[config.mk]
export PLATFORM = sky130hd
export DESIGN_NAME = spi_eeprom_ctrl
export DESIGN_NICKNAME = d
export VERILOG_FILES = /design/src/rtl/spi_eeprom_pkg.sv /design/src/rtl/spi_eeprom_shifter.sv /design/src/rtl/spi_eeprom_gap_timer.sv /design/src/rtl/spi_eeprom_range_chk.sv /design/src/rtl/spi_eeprom_ctrl.sv
export SDC_FILE = /design/constraint.sdc
export NUM_CORES = 1
export LEC_CHECK = 0
export BUFFER_PORTS_ARGS = -buffer_cell sky130_fd_sc_hd__buf_2
export CORE_UTILIZATION = 60
export CTS_CLUSTER_SIZE = 20
export DETAILED_ROUTE_END_ITERATION = 7
export GPL_ROUTABILITY_DRIVEN = 0
export PLACE_DENSITY = 0.8
export SYNTH_ARGS = -nofsm -noshare
export SYNTH_HDL_FRONTEND = slang
export SYNTH_SLANG_ARGS = --single-unit
export TNS_END_PERCENT = 30
[constraint.sdc]
create_clock -name clk -period 4.1 [get_ports clk]
set_input_delay 1.025 -clock clk [delete_from_list [all_inputs] [get_ports clk]]
set_output_delay 1.025 -clock clk [all_outputs]
set_load 0.01 [all_outputs]
[src/rtl/spi_eeprom_pkg.sv]
package spi_eeprom_pkg;

    localparam logic [7:0] OPC_READ  = 8'h03;
    localparam logic [7:0] OPC_WRITE = 8'h02;
    localparam logic [7:0] OPC_WREN  = 8'h06;
    localparam logic [7:0] OPC_RDSR  = 8'h05;
    localparam logic [7:0] OPC_A8    = 8'h08;

    typedef enum logic [3:0] {
        ST_IDLE,
        ST_CHECK,
        ST_GAP,
        ST_POLL_OP,
        ST_POLL_IN,
        ST_WREN,
        ST_CMD,
        ST_ADDR,
        ST_DATA
    } seq_state_e;

    typedef enum logic [1:0] {
        PH_IDLE,
        PH_LOW,
        PH_HIGH
    } shift_phase_e;

    typedef struct packed {
        logic        write;
        logic [15:0] offset;
        logic [16:0] count;
    } host_req_t;

    function automatic logic [15:0] swap16(input logic [15:0] w);
        return {w[7:0], w[15:8]};
    endfunction

endpackage

[src/rtl/spi_eeprom_shifter.sv]
module spi_eeprom_shifter
    import spi_eeprom_pkg::*;
#(
    parameter int HALF_CLKS = 4
) (
    input  logic        clk,
    input  logic        rst,
    input  logic        start,
    input  logic [4:0]  nbits,
    input  logic [15:0] dout,
    input  logic        miso,
    output logic        sck,
    output logic        mosi,
    output logic        done,
    output logic [15:0] din
);
    localparam int HW = (HALF_CLKS > 1) ? $clog2(HALF_CLKS) : 1;
    localparam logic [HW-1:0] HALF_LAST = HW'(HALF_CLKS - 1);

    shift_phase_e phase;
    logic [HW-1:0] cnt;
    logic [15:0]   shreg;
    logic [4:0]    left;

    always_ff @(posedge clk) begin
        if (rst) begin
            phase <= PH_IDLE;
            cnt   <= '0;
            shreg <= '0;
            left  <= '0;
            sck   <= 1'b0;
            done  <= 1'b0;
            din   <= '0;
        end else begin
            done <= 1'b0;
            case (phase)
                PH_IDLE: begin
                    if (start) begin
                        shreg <= dout << (5'd16 - nbits);
                        left  <= nbits;
                        cnt   <= '0;
                        din   <= '0;
                        phase <= PH_LOW;
                    end
                end
                PH_LOW: begin
                    if (cnt == HALF_LAST) begin
                        cnt   <= '0;
                        sck   <= 1'b1;
                        din   <= {din[14:0], miso};
                        phase <= PH_HIGH;
                    end else begin
                        cnt <= cnt + 1'b1;
                    end
                end
                PH_HIGH: begin
                    if (cnt == HALF_LAST) begin
                        cnt   <= '0;
                        sck   <= 1'b0;
                        shreg <= shreg << 1;
                        left  <= left - 1'b1;
                        if (left == 5'd1) begin
                            phase <= PH_IDLE;
                            done  <= 1'b1;
                        end else begin
                            phase <= PH_LOW;
                        end
                    end else begin
                        cnt <= cnt + 1'b1;
                    end
                end
                default: phase <= PH_IDLE;
            endcase
        end
    end

    assign mosi = (phase != PH_IDLE) ? shreg[15] : 1'b0;

endmodule

[src/rtl/spi_eeprom_gap_timer.sv]
module spi_eeprom_gap_timer #(
    parameter int GAP_CLKS = 8
) (
    input  logic clk,
    input  logic rst,
    input  logic start,
    output logic expired
);
    localparam int GW = (GAP_CLKS > 1) ? $clog2(GAP_CLKS) : 1;

    logic          run;
    logic [GW-1:0] cnt;

    always_ff @(posedge clk) begin
        if (rst) begin
            run <= 1'b0;
            cnt <= '0;
        end else if (start) begin
            run <= 1'b1;
            cnt <= GW'(GAP_CLKS - 1);
        end else if (run) begin
            if (cnt == '0) run <= 1'b0;
            else           cnt <= cnt - 1'b1;
        end
    end

    assign expired = run && (cnt == '0);

endmodule

[src/rtl/spi_eeprom_range_chk.sv]
module spi_eeprom_range_chk #(
    parameter int WORDS = 256
) (
    input  logic [15:0] offset,
    input  logic [16:0] count,
    output logic        ok
);
    logic [17:0] off_x;
    logic [17:0] room;

    always_comb begin
        off_x = {2'b00, offset};
        room  = 18'(WORDS) - off_x;
        ok    = (off_x < 18'(WORDS)) && (count != '0) && ({1'b0, count} <= room);
    end

endmodule

[src/rtl/spi_eeprom_ctrl.sv]
module spi_eeprom_ctrl
    import spi_eeprom_pkg::*;
#(
    parameter int ADDR_BITS  = 8,
    parameter int PAGE_BYTES = 32,
    parameter int HALF_CLKS  = 4,
    parameter int POLL_TRIES = 64,
    parameter int GAP_CLKS   = 8
) (
    input  logic        clk,
    input  logic        rst,
    input  logic        req_valid,
    input  logic        req_write,
    input  logic [15:0] req_offset,
    input  logic [16:0] req_count,
    output logic        busy,
    output logic        done,
    output logic        err,
    input  logic [15:0] wr_data,
    output logic        wr_pop,
    output logic        rd_valid,
    output logic [15:0] rd_data,
    output logic        spi_cs_n,
    output logic        spi_sck,
    output logic        spi_mosi,
    input  logic        spi_miso
);
    localparam int OFF_W      = (ADDR_BITS == 8) ? 8 : 15;
    localparam int WORDS      = 1 << OFF_W;
    localparam int PAGE_WORDS = (PAGE_BYTES >= 2) ? PAGE_BYTES / 2 : 1;
    localparam int TRY_W      = $clog2(POLL_TRIES + 1);
    localparam logic [OFF_W-1:0] PG_MASK = OFF_W'(PAGE_WORDS - 1);
    localparam logic [4:0] ADDR_NB = 5'(ADDR_BITS);

    seq_state_e st, gap_next;
    host_req_t  req_q;
    logic [OFF_W-1:0] off_q, off_nx;
    logic [16:0]      left_q;
    logic [TRY_W-1:0] tries_q;

    logic        sh_start_q, sh_done, gap_go_q, gap_done, range_ok;
    logic [4:0]  sh_nbits_q;
    logic [15:0] sh_dout_q, sh_din, addr_word;
    logic        a8, page_end;
    logic [7:0]  cmd_opc, launch_byte;

    logic cs_n_q, done_q, err_q, rd_valid_q, wr_pop_q;
    logic [15:0] rd_data_q;

    spi_eeprom_shifter #(.HALF_CLKS(HALF_CLKS)) shifter_i (
        .clk(clk), .rst(rst), .start(sh_start_q), .nbits(sh_nbits_q),
        .dout(sh_dout_q), .miso(spi_miso), .sck(spi_sck), .mosi(spi_mosi),
        .done(sh_done), .din(sh_din)
    );

    spi_eeprom_gap_timer #(.GAP_CLKS(GAP_CLKS)) gap_i (
        .clk(clk), .rst(rst), .start(gap_go_q), .expired(gap_done)
    );

    spi_eeprom_range_chk #(.WORDS(WORDS)) range_i (
        .offset(req_q.offset), .count(req_q.count), .ok(range_ok)
    );

    generate
        if (ADDR_BITS == 8) begin : g_short_addr
            assign a8        = off_q[OFF_W-1];
            assign addr_word = 16'({off_q[OFF_W-2:0], 1'b0});
        end else begin : g_wide_addr
            assign a8        = 1'b0;
            assign addr_word = 16'({off_q, 1'b0});
        end
    endgenerate

    always_comb begin
        off_nx   = off_q + 1'b1;
        page_end = ((off_nx & PG_MASK) == '0);
        cmd_opc  = (req_q.write ? OPC_WRITE : OPC_READ) | (a8 ? OPC_A8 : 8'h00);
        case (gap_next)
            ST_POLL_OP: launch_byte = OPC_RDSR;
            ST_WREN:    launch_byte = OPC_WREN;
            default:    launch_byte = cmd_opc;
        endcase
    end

    always_ff @(posedge clk) begin
        if (rst) begin
            st         <= ST_IDLE;
            gap_next   <= ST_POLL_OP;
            req_q      <= '0;
            off_q      <= '0;
            left_q     <= '0;
            tries_q    <= '0;
            sh_start_q <= 1'b0;
            sh_nbits_q <= '0;
            sh_dout_q  <= '0;
            gap_go_q   <= 1'b0;
            cs_n_q     <= 1'b1;
            done_q     <= 1'b0;
            err_q      <= 1'b0;
            rd_valid_q <= 1'b0;
            rd_data_q  <= '0;
            wr_pop_q   <= 1'b0;
        end else begin
            done_q     <= 1'b0;
            err_q      <= 1'b0;
            rd_valid_q <= 1'b0;
            wr_pop_q   <= 1'b0;
            sh_start_q <= 1'b0;
            gap_go_q   <= 1'b0;
            case (st)
                ST_IDLE: begin
                    if (req_valid) begin
                        req_q <= '{write: req_write, offset: req_offset, count: req_count};
                        st    <= ST_CHECK;
                    end
                end
                ST_CHECK: begin
                    if (!range_ok) begin
                        done_q <= 1'b1;
                        err_q  <= 1'b1;
                        st     <= ST_IDLE;
                    end else begin
                        off_q    <= req_q.offset[OFF_W-1:0];
                        left_q   <= req_q.count;
                        tries_q  <= TRY_W'(POLL_TRIES);
                        gap_next <= ST_POLL_OP;
                        gap_go_q <= 1'b1;
                        st       <= ST_GAP;
                    end
                end
                ST_GAP: begin
                    if (gap_done) begin
                        cs_n_q     <= 1'b0;
                        sh_start_q <= 1'b1;
                        sh_nbits_q <= 5'd8;
                        sh_dout_q  <= {8'h00, launch_byte};
                        st         <= gap_next;
                    end
                end
                ST_POLL_OP: begin
                    if (sh_done) begin
                        sh_start_q <= 1'b1;
                        sh_nbits_q <= 5'd8;
                        sh_dout_q  <= '0;
                        st         <= ST_POLL_IN;
                    end
                end
                ST_POLL_IN: begin
                    if (sh_done) begin
                        cs_n_q <= 1'b1;
                        if (!sh_din[0]) begin
                            gap_next <= req_q.write ? ST_WREN : ST_CMD;
                            gap_go_q <= 1'b1;
                            st       <= ST_GAP;
                        end else if (tries_q == TRY_W'(1)) begin
                            done_q <= 1'b1;
                            err_q  <= 1'b1;
                            st     <= ST_IDLE;
                        end else begin
                            tries_q  <= tries_q - 1'b1;
                            gap_next <= ST_POLL_OP;
                            gap_go_q <= 1'b1;
                            st       <= ST_GAP;
                        end
                    end
                end
                ST_WREN: begin
                    if (sh_done) begin
                        cs_n_q   <= 1'b1;
                        gap_next <= ST_CMD;
                        gap_go_q <= 1'b1;
                        st       <= ST_GAP;
                    end
                end
                ST_CMD: begin
                    if (sh_done) begin
                        sh_start_q <= 1'b1;
                        sh_nbits_q <= ADDR_NB;
                        sh_dout_q  <= addr_word;
                        st         <= ST_ADDR;
                    end
                end
                ST_ADDR: begin
                    if (sh_done) begin
                        sh_start_q <= 1'b1;
                        sh_nbits_q <= 5'd16;
                        sh_dout_q  <= req_q.write ? swap16(wr_data) : 16'h0000;
                        wr_pop_q   <= req_q.write;
                        st         <= ST_DATA;
                    end
                end
                ST_DATA: begin
                    if (sh_done) begin
                        if (!req_q.write) begin
                            rd_valid_q <= 1'b1;
                            rd_data_q  <= swap16(sh_din);
                        end
                        left_q <= left_q - 1'b1;
                        off_q  <= off_nx;
                        if (left_q == 17'd1) begin
                            cs_n_q <= 1'b1;
                            done_q <= 1'b1;
                            st     <= ST_IDLE;
                        end else if (req_q.write && page_end) begin
                            cs_n_q   <= 1'b1;
                            tries_q  <= TRY_W'(POLL_TRIES);
                            gap_next <= ST_POLL_OP;
                            gap_go_q <= 1'b1;
                            st       <= ST_GAP;
                        end else begin
                            sh_start_q <= 1'b1;
                            sh_nbits_q <= 5'd16;
                            sh_dout_q  <= req_q.write ? swap16(wr_data) : 16'h0000;
                            wr_pop_q   <= req_q.write;
                        end
                    end
                end
                default: st <= ST_IDLE;
            endcase
        end
    end

    assign busy     = (st != ST_IDLE);
    assign done     = done_q;
    assign err      = err_q;
    assign rd_valid = rd_valid_q;
    assign rd_data  = rd_data_q;
    assign wr_pop   = wr_pop_q;
    assign spi_cs_n = cs_n_q;

endmodule

**Word level (Yosys, flattened, before mapping)**

Cells that the tools add are included.

- Flip-flop bits (word level): 165
- Input port bits: 54
- Word-level logic and storage cells: 244
- Output and inout port bits: 24

- Add/sub/neg operators: 8
- Shift-type cells: 1
- $lt $le $gt $ge: 2
- Mux-type cells: 119
- Equal/unequal tests: 38
- Reductions and logical operators: 43
- Bitwise gates (word level): 6

Operators with widths:

| operator | number |
|---|---|
| $mux W16 | 12 |
| $pmux W16 S5 | 1 |
| $mux W4 | 19 |
| $pmux W16 S2 | 2 |
| $mux W7 | 7 |
| $mux W5 | 8 |
| $mux W1 | 37 |
| $pmux W4 S9 | 1 |
| $mux W17 | 2 |
| $pmux W17 S2 | 1 |
| $reduce_and A8 Y1 | 3 |
| $ne A2 B1 Y1 const B | 11 |
| $pmux W7 S3 | 1 |
| $eq A4 B3 Y1 const B | 5 |
| $pmux W5 S4 | 1 |
| $le A17 B18 Y1 | 1 |
| $mux W2 | 9 |
| $ne A2 B2 Y1 const B | 9 |
| $reduce_and A3 Y1 | 6 |
| $eq A17 B1 Y1 const B | 1 |
| $reduce_bool A17 Y1 | 1 |
| $sub A17 B1 Y17 const B | 1 |
| $sub A9 B16 Y17 const A | 1 |
| $lt A16 B9 Y1 const B | 1 |
| 43 further kinds | 76 |

**Longest topological paths before layout**

Gate-level depths: netlist of the first run.

- Depth after elaboration: 7
- Gate-level depth with buffers: 15
- Gate-level depth less buffers: 14

**Cells and area by module**

A second synthesis of the first run with hierarchy kept.

- Cells, all modules: 1095
- Area, all modules: 8932.3 um^2

By module, submodules not included:

| module | cells each | area each (um^2) | instances |
|---|---|---|---|
| spi_eeprom_ctrl | 688 | 5440.2 | 1 |
| spi_eeprom_shifter | 290 | 2583.7 | 1 |
| spi_eeprom_range_chk | 94 | 698.2 | 1 |
| spi_eeprom_gap_timer | 23 | 210.2 | 1 |

**Worst setup path after synthesis of the first run**

No wires, ideal clock.

- Path type: reg2reg
- Start: register req_q[17] (netlist name)
- End: register tries_q[1]
- Data arrival time: 3.570 ns
- Path slack: 0.459 ns
- Stages on the path, launching flop included: 15
- Setup time: 0.070 ns
- Period minus slack after synthesis: 3.641 ns
- Cell sequence: dfxtp_1 inv_1 ha_1 nor3b_1 a21boi_0 nand2b_1 xnor2_1 ha_1 a211o_1 a211o_1 o32a_1 o21ai_1 a21boi_2 or4_1 a21oi_1

- Cells in the longest elaborated chain, start to end: 5

Ends and longest elaborated chain:

| element | RTL line | text |
|---|---|---|
| start, declared | spi_eeprom_ctrl.sv:36 | `host_req_t req_q;` |
| start signal, assigned | spi_eeprom_ctrl.sv:113 | `req_q <= '{write: req_write, offset: req_offset, count: req_count};` |
| $sub A9 B16 Y17 or $lt A16 B9 Y1 (tied branches) | spi_eeprom_range_chk.sv:13, spi_eeprom_range_chk.sv:14 |  |
| $le A17 B18 Y1 or $logic_and A1 B1 Y1 (tied branches) | spi_eeprom_range_chk.sv:14 | `ok = (off_x < 18'(WORDS)) && (count != '0) && ({1'b0, count} <= room);` |
| $logic_and A1 B1 Y1 (*) | spi_eeprom_range_chk.sv:14 |  |
| $ne A2 B2 Y1 (no line) (*) | -- |  |
| $reduce_and A8 Y1 (no line) (*) | -- |  |
| end signal, assigned | spi_eeprom_ctrl.sv:125 | `tries_q <= TRY_W'(POLL_TRIES);` |
| end signal, assigned | spi_eeprom_ctrl.sv:160 | `tries_q <= tries_q - 1'b1;` |
| end signal, assigned | spi_eeprom_ctrl.sv:206 | `tries_q <= TRY_W'(POLL_TRIES);` |
| end, declared | spi_eeprom_ctrl.sv:39 | `logic [TRY_W-1:0] tries_q;` |

Mark *: on every way between the ends. The rest lies on a longest branch, timed or not.
A chain may end at the register's enable or synchronous reset.

**Final worst setup path of the first run**

Ends and elaborated chain as after synthesis.

==> impl_metrics.yaml, run 1 <==
finish:
  multi_input_comb_area_um2: 4570
  fillers: 1130
  layout_commonest_cell: "nand2_1"
  drive_gt1_share_pct: 13.4
  area_growth_pct: 11.9
  final_util_pct: 69.0
  seq_area_um2: 3220
  layout_common_cells: "188 x nand2_1, 161 x dfxtp_1, 139 x a21oi_1"
  diodes: 0
  fin_area_um2: 9180
  nNetsFinal: 1175
critical_path:
  crit_arrival_ns: 4.25
  cp.required_ns: 4.46
  cp-startpoint: "req_q[17]"
  crit_path_end: "tries_q[1]"
  r2r_slack_ns: 0.21
  startpoint_type: "flop"
  r2r_end: "tries_q[1]"
  path_class: "reg -> reg"
  cp_max_fo: 9
  rr_worst_depth: 14
  r2r-start: "req_q[17]"
  end_kind: "flop"
global_routing:
  grt_use_total_pct: 29.5
  grt_max_degree: 75
  grt_antenna_before_repair: 0
  gr-total-overflow: 0
  grt_pass1_vias: 7068
  grt_pass1_wl_um: 33800
floorplan:
  fp.dieW_um: 119
  rows: 42
  coreArea_um2: 13300
  dieArea_um2: 14100
  start_util_pct: 61.7
  pin_count: 78
  die_y_um: 119
yosys:
  ys_types: 77
  synthCells: 1054
  synth-edff-count: 0
  synth_area_leaders: "dfxtp_1 39%, nand2_1 8.6%, a21oi_1 8.5%"
  syn_avg_cell_area_um2: 7.78
  yosysWarnings: 0
  synth.largest_area_cell: "dfxtp_1"
  ys.flop_type: "dfxtp_1"
  ys_async_sr_fraction_pct: 0
  yosysSeqAreaShare_pct: 39.3
  syn_area_um2: 8200
  synthesis.nets: 1140
  synth_top_area_share_pct: 39.3
  synth-seq-cells: 161
sta:
  fin_crit_ns: 3.89
  fin_tns_setup_ns: 0
  rsz0062_at_grt: "no"
  hold_slack_ns: 0.450
  slew_headroom_pct: 25.4
  clock.fmax_ghz: 0.257
  worst_slew_pin_slew_ns: 1.12
  finalMaxSlewViolations: 0
  setup_ws_ns: 0.205
  min_period_over_period_pct: 95.0
  setup_viol: 0
  skew_ns: 0.00980
  hold_viol: 0
power:
  power_density_nw_per_um2: 557
  peakVddDrop_mv: 0.480
  leakage_nw: 3.45
detailed_routing:
  via_per_inst: 6.06
  drt_wl_total_um: 20300
  drtAntennaViolNets: 0
  drt-pass1-iter-count: 5
  drc: 0
  dr_total_vias: 7737
  wl_per_cell_um: 15.9
  drt_iter0_markers: 749
cts:
  post_cts_buffers: 0
  clk-insertion-delay-late_ns: 0.43
  ctsHoldBuffers: 0
  cts_buffers: 17
  cts_buffer_depth: 2
  clk_pin_slew_worst_paths_ns: 0.06
  cts_tree: "done"
  numClockSinks: 161
  cts_root_buffer: "clkbuf_16"
  h-tree-depth: 4
job:
  maxCapViolCount: 0
placement:
  port_buffers: 77
  hpwl_um: 13500
  post-place-ws_ns: 0.261
  dpl_cell_area_um2: 8600
hold_path:
  min-delay-path-class: "reg -> reg"
run_status:
  status: "finished, final reports clean"
==> flip-flops by register name, indices dropped and copies added, names as in the netlist, 7 cells and up <==
name	count
shifter_i.din	16
rd_data	16
tries_q	7
off_q	8
sh_dout_q	16
shifter_i.shreg	16
left_q	17
req_q	34
==> cell families (layout without fill, tap and decap cells) <==
family,count (synthesis),in the layout,synth area share [%]
adders and majority gates,32,32,4.88
xor gates and xnor gates,16,16,1.71
AOI/OAI and AO/OA,289,289,22.5
DFF,161,161,39.3
and+or+nand+nor,451,451,25.5
buffers and inverters,97,144,5.12
muxes,8,8,0.991
==> through the flow <==
step,power (mW),std cells
after floorplan,3.14,1054
after global placement,3.47,1246
after detailed placement,3.53,1246
after CTS,5.10,1277
after global routing,5.41,1277
final,5.12,1277
==> power by group <==
group | total [mW] | internal, mW | switching [mW]
registers | 1.96 | 1.73 | 0.238
clock network | 1.56 | 0.901 | 0.661
logic | 1.59 | 0.630 | 0.961
total | 5.12 | 3.26 | 1.86
==> per-layer routing <==
layer / global-route usage [%] / vias to the layer above / part of all wire, %
li1: - / 3834 / -
met1: 40.1 / 3602 / 46
met2: 47.5 / 277 / 47
met3: 5.27 / 24 / 6.4
met4: 9.26 / 0 / 1.5
met5: 0 / - / 0
==> cell usage after synthesis (all sizes together), types with 8 or more instances <==
cell type,number
and3,15
nand3b,8
xor2,9
a221o,9
nor4,17
nand3,51
a21oi,139
nand4,9
dfxtp,161
nand2,188
a211oi,18
inv,21
o211ai,10
nor2,94
buf,15
ha,32
o31ai,12
o21ai,36
clkbuf,61
nor3,31
==> area by class of cell <==
type                            count  share of cell area [%]
Clock buffer                       17                    4.63
Clock inverter                     14                    1.68
Inverter                           21                   0.859
Multi-Input combinational cell    796                    49.7
Sequential cell                   161                    35.1
Tap cell                          176                    2.40
Timing Repair Buffer               92                    5.59
==> critical path, cell delays in order (launching register included) <==
cell,delay (ns)
dfxtp_1,0.35
inv_1,0.10
ha_1,0.19
nor3b_1,0.33
a21boi_0,0.23
nand2b_1,0.23
xnor2_1,0.16
ha_1,0.18
a211o_1,0.31
a211o_1,0.24
o32a_1,0.35
o21ai_1,0.30
a21boi_2,0.19
or4_1,0.54
a21oi_1,0.14
==> how the worst min path moves through the flow <==
stage,startpoint,end,slack [ns],cells after the start
after global routing,sh_dout_q[10],sh_dout_q[10],0.48,2
after global placement,shifter_i.din[15],shifter_i.din[15],0.44,2
final,rd_data[11],rd_data[11],0.45,2
after floorplan,shifter_i.din[15],shifter_i.din[15],0.43,2
after detailed placement,rd_data[11],rd_data[11],0.44,2
after CTS,rd_data[11],rd_data[11],0.45,2
==> what timing repair did <==
action / in CTS / in global routing
hold endpoints to repair: 0 / 0
gates resized for setup: 0 / 1
endpoints found under the setup margin: 0 / 2
Power figures use the tool's default switching activity.
==> run 2: changes to the inputs <==
--- a/config.mk
+++ b/config.mk
@@ -6,11 +6,11 @@
 export NUM_CORES = 1
 export LEC_CHECK = 0
 export BUFFER_PORTS_ARGS = -buffer_cell sky130_fd_sc_hd__buf_2
-export CORE_UTILIZATION = 60
+export CORE_UTILIZATION = 62
 export CTS_CLUSTER_SIZE = 20
 export DETAILED_ROUTE_END_ITERATION = 7
 export GPL_ROUTABILITY_DRIVEN = 0
-export PLACE_DENSITY = 0.8
+export PLACE_DENSITY = 0.82
 export SYNTH_ARGS = -nofsm -noshare
 export SYNTH_HDL_FRONTEND = slang
 export SYNTH_SLANG_ARGS = --single-unit
==> constraint.sdc (replaced) <==
create_clock -name clk -period 4.65 [get_ports clk]
set_input_delay 1.1625 -clock clk [delete_from_list [all_inputs] [get_ports clk]]
set_output_delay 1.1625 -clock clk [all_outputs]
set_load 0.01 [all_outputs]
==> run 2 against run 1 <==
  * Via count grew 0.78%
  * Flip-flop and latch count is the same
  * Worst setup slack gained 0.30 ns
  * Largest cell class unchanged
==> impl_metrics.yaml, run 2 (synthesized netlist as in run 1, its figures left out) <==
detailed_routing:
  drtAntennaViolNets: 0
  dr_total_vias: 7797
  met1_length_um: 9100
  drt_iter0_markers: 809
  drt-pass1-iter-count: 6
  drt_wl_total_um: 20000
  top_layer: "met4"
  met2_length_um: 9130
  via_per_inst: 6.15
  wl_per_cell_um: 15.8
  drc: 0
  wl_met3_um: 1370
cts:
  cts_buffers: 17
  clk-insertion-delay-late_ns: 0.43
  cts_resized: 0
  cts_tree: "done"
  cts_buffer_depth: 2
  cts_root_buffer: "clkbuf_16"
  ctsHoldBuffers: 0
  clk_pin_slew_worst_paths_ns: 0.06
  post_cts_buffers: 0
  numClockSinks: 161
  h-tree-depth: 4
finish:
  multi_input_comb_area_um2: 4560
  finalNonFillerCells: 1268
  seq_area_um2: 3220
  top_regs: "req_q x34, left_q x17"
  area_growth_pct: 11.5
  diodes: 0
  drive_gt1_share_pct: 12.7
  fin_area_um2: 9150
  layout_commonest_cell: "nand2_1"
  largest_reg_flops: 34
  fillers: 1009
  layout_common_cells: "188 x nand2_1, 161 x dfxtp_1, 139 x a21oi_1"
  top_register: "req_q"
  nNetsFinal: 1169
  final_util_pct: 71.6
critical_path:
  end_kind: "flop"
  cp-startpoint: "req_q[17]"
  cp.required_ns: 5.01
  path_class: "reg -> reg"
  r2r_slack_ns: 0.50
  rr_worst_depth: 14
  cp_max_fo: 9
  crit_arrival_ns: 4.51
  r2r-start: "req_q[17]"
  startpoint_type: "flop"
hold_path:
  min_path_cells: 2
  min-delay-path-class: "reg -> reg"
  min_from: "rd_data[14]"
floorplan:
  pin_count: 78
  start_util_pct: 64.2
  die_y_um: 117
  coreArea_um2: 12800
  rows: 41
  fp.dieW_um: 117
  dieArea_um2: 13700
job:
  maxCapViolCount: 0
placement:
  dp_cells: 1236
  dpl_cell_area_um2: 8530
  hpwl_um: 13200
  post-place-ws_ns: 0.574
  port_buffers: 77
global_routing:
  gr-total-overflow: 0
  grt_max_degree: 71
  grt_pass1_wl_um: 32700
  grt_antenna_before_repair: 0
  grt_pass1_vias: 6872
  grt_use_total_pct: 30.5
sta:
  fin_tns_setup_ns: 0
  hold_viol: 0
  min_period_over_period_pct: 89.1
  setup_ws_ns: 0.505
  rsz0062_at_grt: "no"
  fin_crit_ns: 4.15
  clock.fmax_ghz: 0.241
  skew_ns: 0.00984
  slew_headroom_pct: 22.1
  setup_viol: 0
  hold_slack_ns: 0.451
  worst_slew_pin_slew_ns: 1.17
  finalMaxSlewViolations: 0
power:
  p_total_mw: 4.57
  peakVddDrop_mv: 0.339
  leakage_nw: 3.43
  power_density_nw_per_um2: 500
run_status:
  status: "finished, final reports clean"
run 2: power breakdown:
group	switching, mW	internal (mW)
registers	0.212	1.52
logic	0.827	0.539
clock network	0.573	0.899
total	1.61	2.96
run 2: area by class of cell:
cell class,instances,area share (%)
timing repair buffer,86,4.98
sequential,161,35.2
tap,172,2.35
clock inverter,13,2.01
inverter,21,0.861
clock buffer,19,4.73
multi-input combinational,796,49.8
run 2: critical path, stage by stage (launching register included):
cell	delay [ns]
dfxtp_1	0.35
inv_1	0.11
ha_1	0.19
nor3b_1	0.49
a21boi_0	0.36
nand2b_1	0.25
xnor2_1	0.14
ha_1	0.18
a211o_1	0.31
a211o_1	0.23
o32a_1	0.34
o21ai_1	0.28
a21boi_2	0.19
or4_1	0.53
a21oi_1	0.15
run 2: layer usage:
metal	up-vias	GRT usage [%]
met4	0	10.8
met5	-	0
met3	38	6.69
met1	3654	41.3
li1	3816	-
met2	289	47.9
run 2: path summary, 6_finish.rpt:
path / endpoint
max reg2reg: tries_q[1]
max: tries_q[1]
min: rd_data[14]
min reg2reg: rd_data[14]
==> run 3: changes to the inputs <==
--- a/config.mk
+++ b/config.mk
@@ -6,11 +6,11 @@
 export NUM_CORES = 1
 export LEC_CHECK = 0
 export BUFFER_PORTS_ARGS = -buffer_cell sky130_fd_sc_hd__buf_2
-export CORE_UTILIZATION = 62
+export CORE_UTILIZATION = 54
 export CTS_CLUSTER_SIZE = 20
 export DETAILED_ROUTE_END_ITERATION = 7
 export GPL_ROUTABILITY_DRIVEN = 0
-export PLACE_DENSITY = 0.82
+export PLACE_DENSITY = 0.76
 export SYNTH_ARGS = -nofsm -noshare
 export SYNTH_HDL_FRONTEND = slang
 export SYNTH_SLANG_ARGS = --single-unit
==> constraint.sdc (replaced) <==
create_clock -name clk -period 3.8 [get_ports clk]
set_input_delay 0.95 -clock clk [delete_from_list [all_inputs] [get_ports clk]]
set_output_delay 0.95 -clock clk [all_outputs]
set_load 0.01 [all_outputs]
==> run 3 against run 2 <==
  * Flip-flop and latch count unchanged
  * Wire length increased by 1.4%
  * Sequential power increased by 22%
  * Die area grew 15%
  * Count of clock-buffer cells in the layout down 2
  * Critical path depth is 1 lower
  * Largest power group unchanged
==> impl_metrics.yaml, run 3 (synthesized netlist as in run 1, its figures left out) <==
run_status:
  status: "finished, final reports clean"
sta:
  clock.fmax_ghz: 0.274
  slew_headroom_pct: 24.6
  skew_ns: 0.0154
  worst_slew_pin_slew_ns: 1.13
  setup_viol: 0
  finalMaxSlewViolations: 0
  hold_viol: 0
  hold_slack_ns: 0.451
  fin_crit_ns: 3.66
  min_period_over_period_pct: 96.2
power:
  leakage_nw: 3.53
  intPower_mw: 3.59
  pwr-share-clk_pct: 31.1
  power_density_nw_per_um2: 604
  power_switching_mw: 2.05
  peakVddDrop_mv: 0.400
  p_total_mw: 5.64
  combPwrFrac_pct: 31.5
  power_frac_seq_pct: 37.4
  netSwitchingFraction_pct: 36.4
cts:
  clk_pin_slew_worst_paths_ns: 0.07
  cts_tree: "done"
  cts_buffers: 17
  cts_root_buffer: "clkbuf_16"
  h-tree-depth: 4
  clk-insertion-delay-late_ns: 0.44
  cts_buffer_depth: 2
  ctsHoldBuffers: 0
  numClockSinks: 161
placement:
  dpl_cell_area_um2: 8680
  port_buffers: 77
  dp_cells: 1262
  hpwl_um: 13400
global_routing:
  grt_antenna_before_repair: 0
  grt_pass1_vias: 6964
  grt_max_degree: 72
  gr-total-overflow: 0
  grt_use_total_pct: 26.3
  grt_pass1_wl_um: 33900
finish:
  top_register: "req_q"
  diodes: 0
  area_growth_pct: 13.7
  final_util_pct: 63.5
  largest_reg_flops: 34
  finalNonFillerCells: 1296
  fin_area_um2: 9330
  layout_commonest_cell: "nand2_1"
  drive_gt1_share_pct: 14.4
  top_regs: "req_q x34, left_q x17"
  nNetsFinal: 1185
  layout_common_cells: "188 x nand2_1, 161 x dfxtp_1, 139 x a21oi_1"
  fillers: 1278
floorplan:
  pin_count: 78
  rows: 44
  coreArea_um2: 14700
  die_y_um: 125
  fp.dieW_um: 125
  start_util_pct: 55.8
  dieArea_um2: 15700
critical_path:
  cp.required_ns: 4.16
  cp_max_fo: 5
  path_class: "reg -> reg"
  end_kind: "flop"
  startpoint_type: "flop"
  crit_arrival_ns: 4.02
detailed_routing:
  wl_per_cell_um: 15.6
  via_per_inst: 5.96
  drc: 0
  dr_total_vias: 7721
  drtAntennaViolNets: 0
  drt_iter0_markers: 625
  drt-pass1-iter-count: 7
  drt_wl_total_um: 20300
job:
  maxCapViolCount: 0
hold_path:
  min-delay-path-class: "reg -> reg"
## run 3: area by class of cell
type / instances / area (um2) / share of cell area, %
Sequential cell: 161 / 3220 / 34.5
Clock inverter: 15 / 173 / 1.85
Tap cell: 184 / 230 / 2.47
Clock buffer: 17 / 425 / 4.56
Timing Repair Buffer: 102 / 618 / 6.62
Multi-Input combinational cell: 796 / 4580 / 49.1
Inverter: 21 / 78.8 / 0.845
## run 3: routing by layer
| metal | GRT usage, % | share of wire, % |
|---|---|---|
| met4 | 6.53 | 0.84 |
| met2 | 41.8 | 46 |
| met1 | 36.6 | 47 |
| met5 | 0 | 0 |
| met3 | 5.09 | 5.9 |
## run 3: power groups by stage
stage          logic, mW  registers (mW)  clock network [mW]
2_1_floorplan       1.36            2.03                   0
3_3_place_gp        1.67            2.13                   0
3_5_place_dp        1.71            2.13                   0
4_1_cts             1.73            2.10                1.77
5_1_grt             1.98            2.14                1.84
6_report            1.77            2.11                1.76
## run 3: timing repair
action                                  CTS  global route
setup buffers                             0             1
endpoints found under the setup margin    0            15
resized for setup                         0             4
## run 3: path summary, 6_finish.rpt
kind,end,from,slack [ns],cells after the start
worst max-delay path,tries_q[1],req_q[17],0.14,13
worst min-delay path,rd_data[11],rd_data[11],0.45,2
worst max register to register,tries_q[1],req_q[17],0.14,13
worst min register to register,rd_data[11],rd_data[11],0.45,2
## run 3: per-stage QoR
| step | setup WS [ns] | TNS, ns |
|---|---|---|
| global route | -0.0152 | -0.0176 |
| CTS | 0.0537 | 0 |
| global placement | 0.145 | 0 |
| detailed placement | 0.0898 | 0 |
| finish | 0.144 | 0 |
| floorplan | 0.159 | 0 |
## run 3: critical path: stages (launching register included)
cell and delay [ns]:
dfxtp_1 0.35, or4_4 0.59, o21ai_4 0.22, nand3b_4 0.11, xnor2_1 0.14, ha_1 0.30
a211o_1 0.28, a211o_1 0.23, o32a_1 0.35, o21ai_2 0.17, buf_4 0.14, a21boi_2 0.05
or4_1 0.50, a21oi_1 0.14
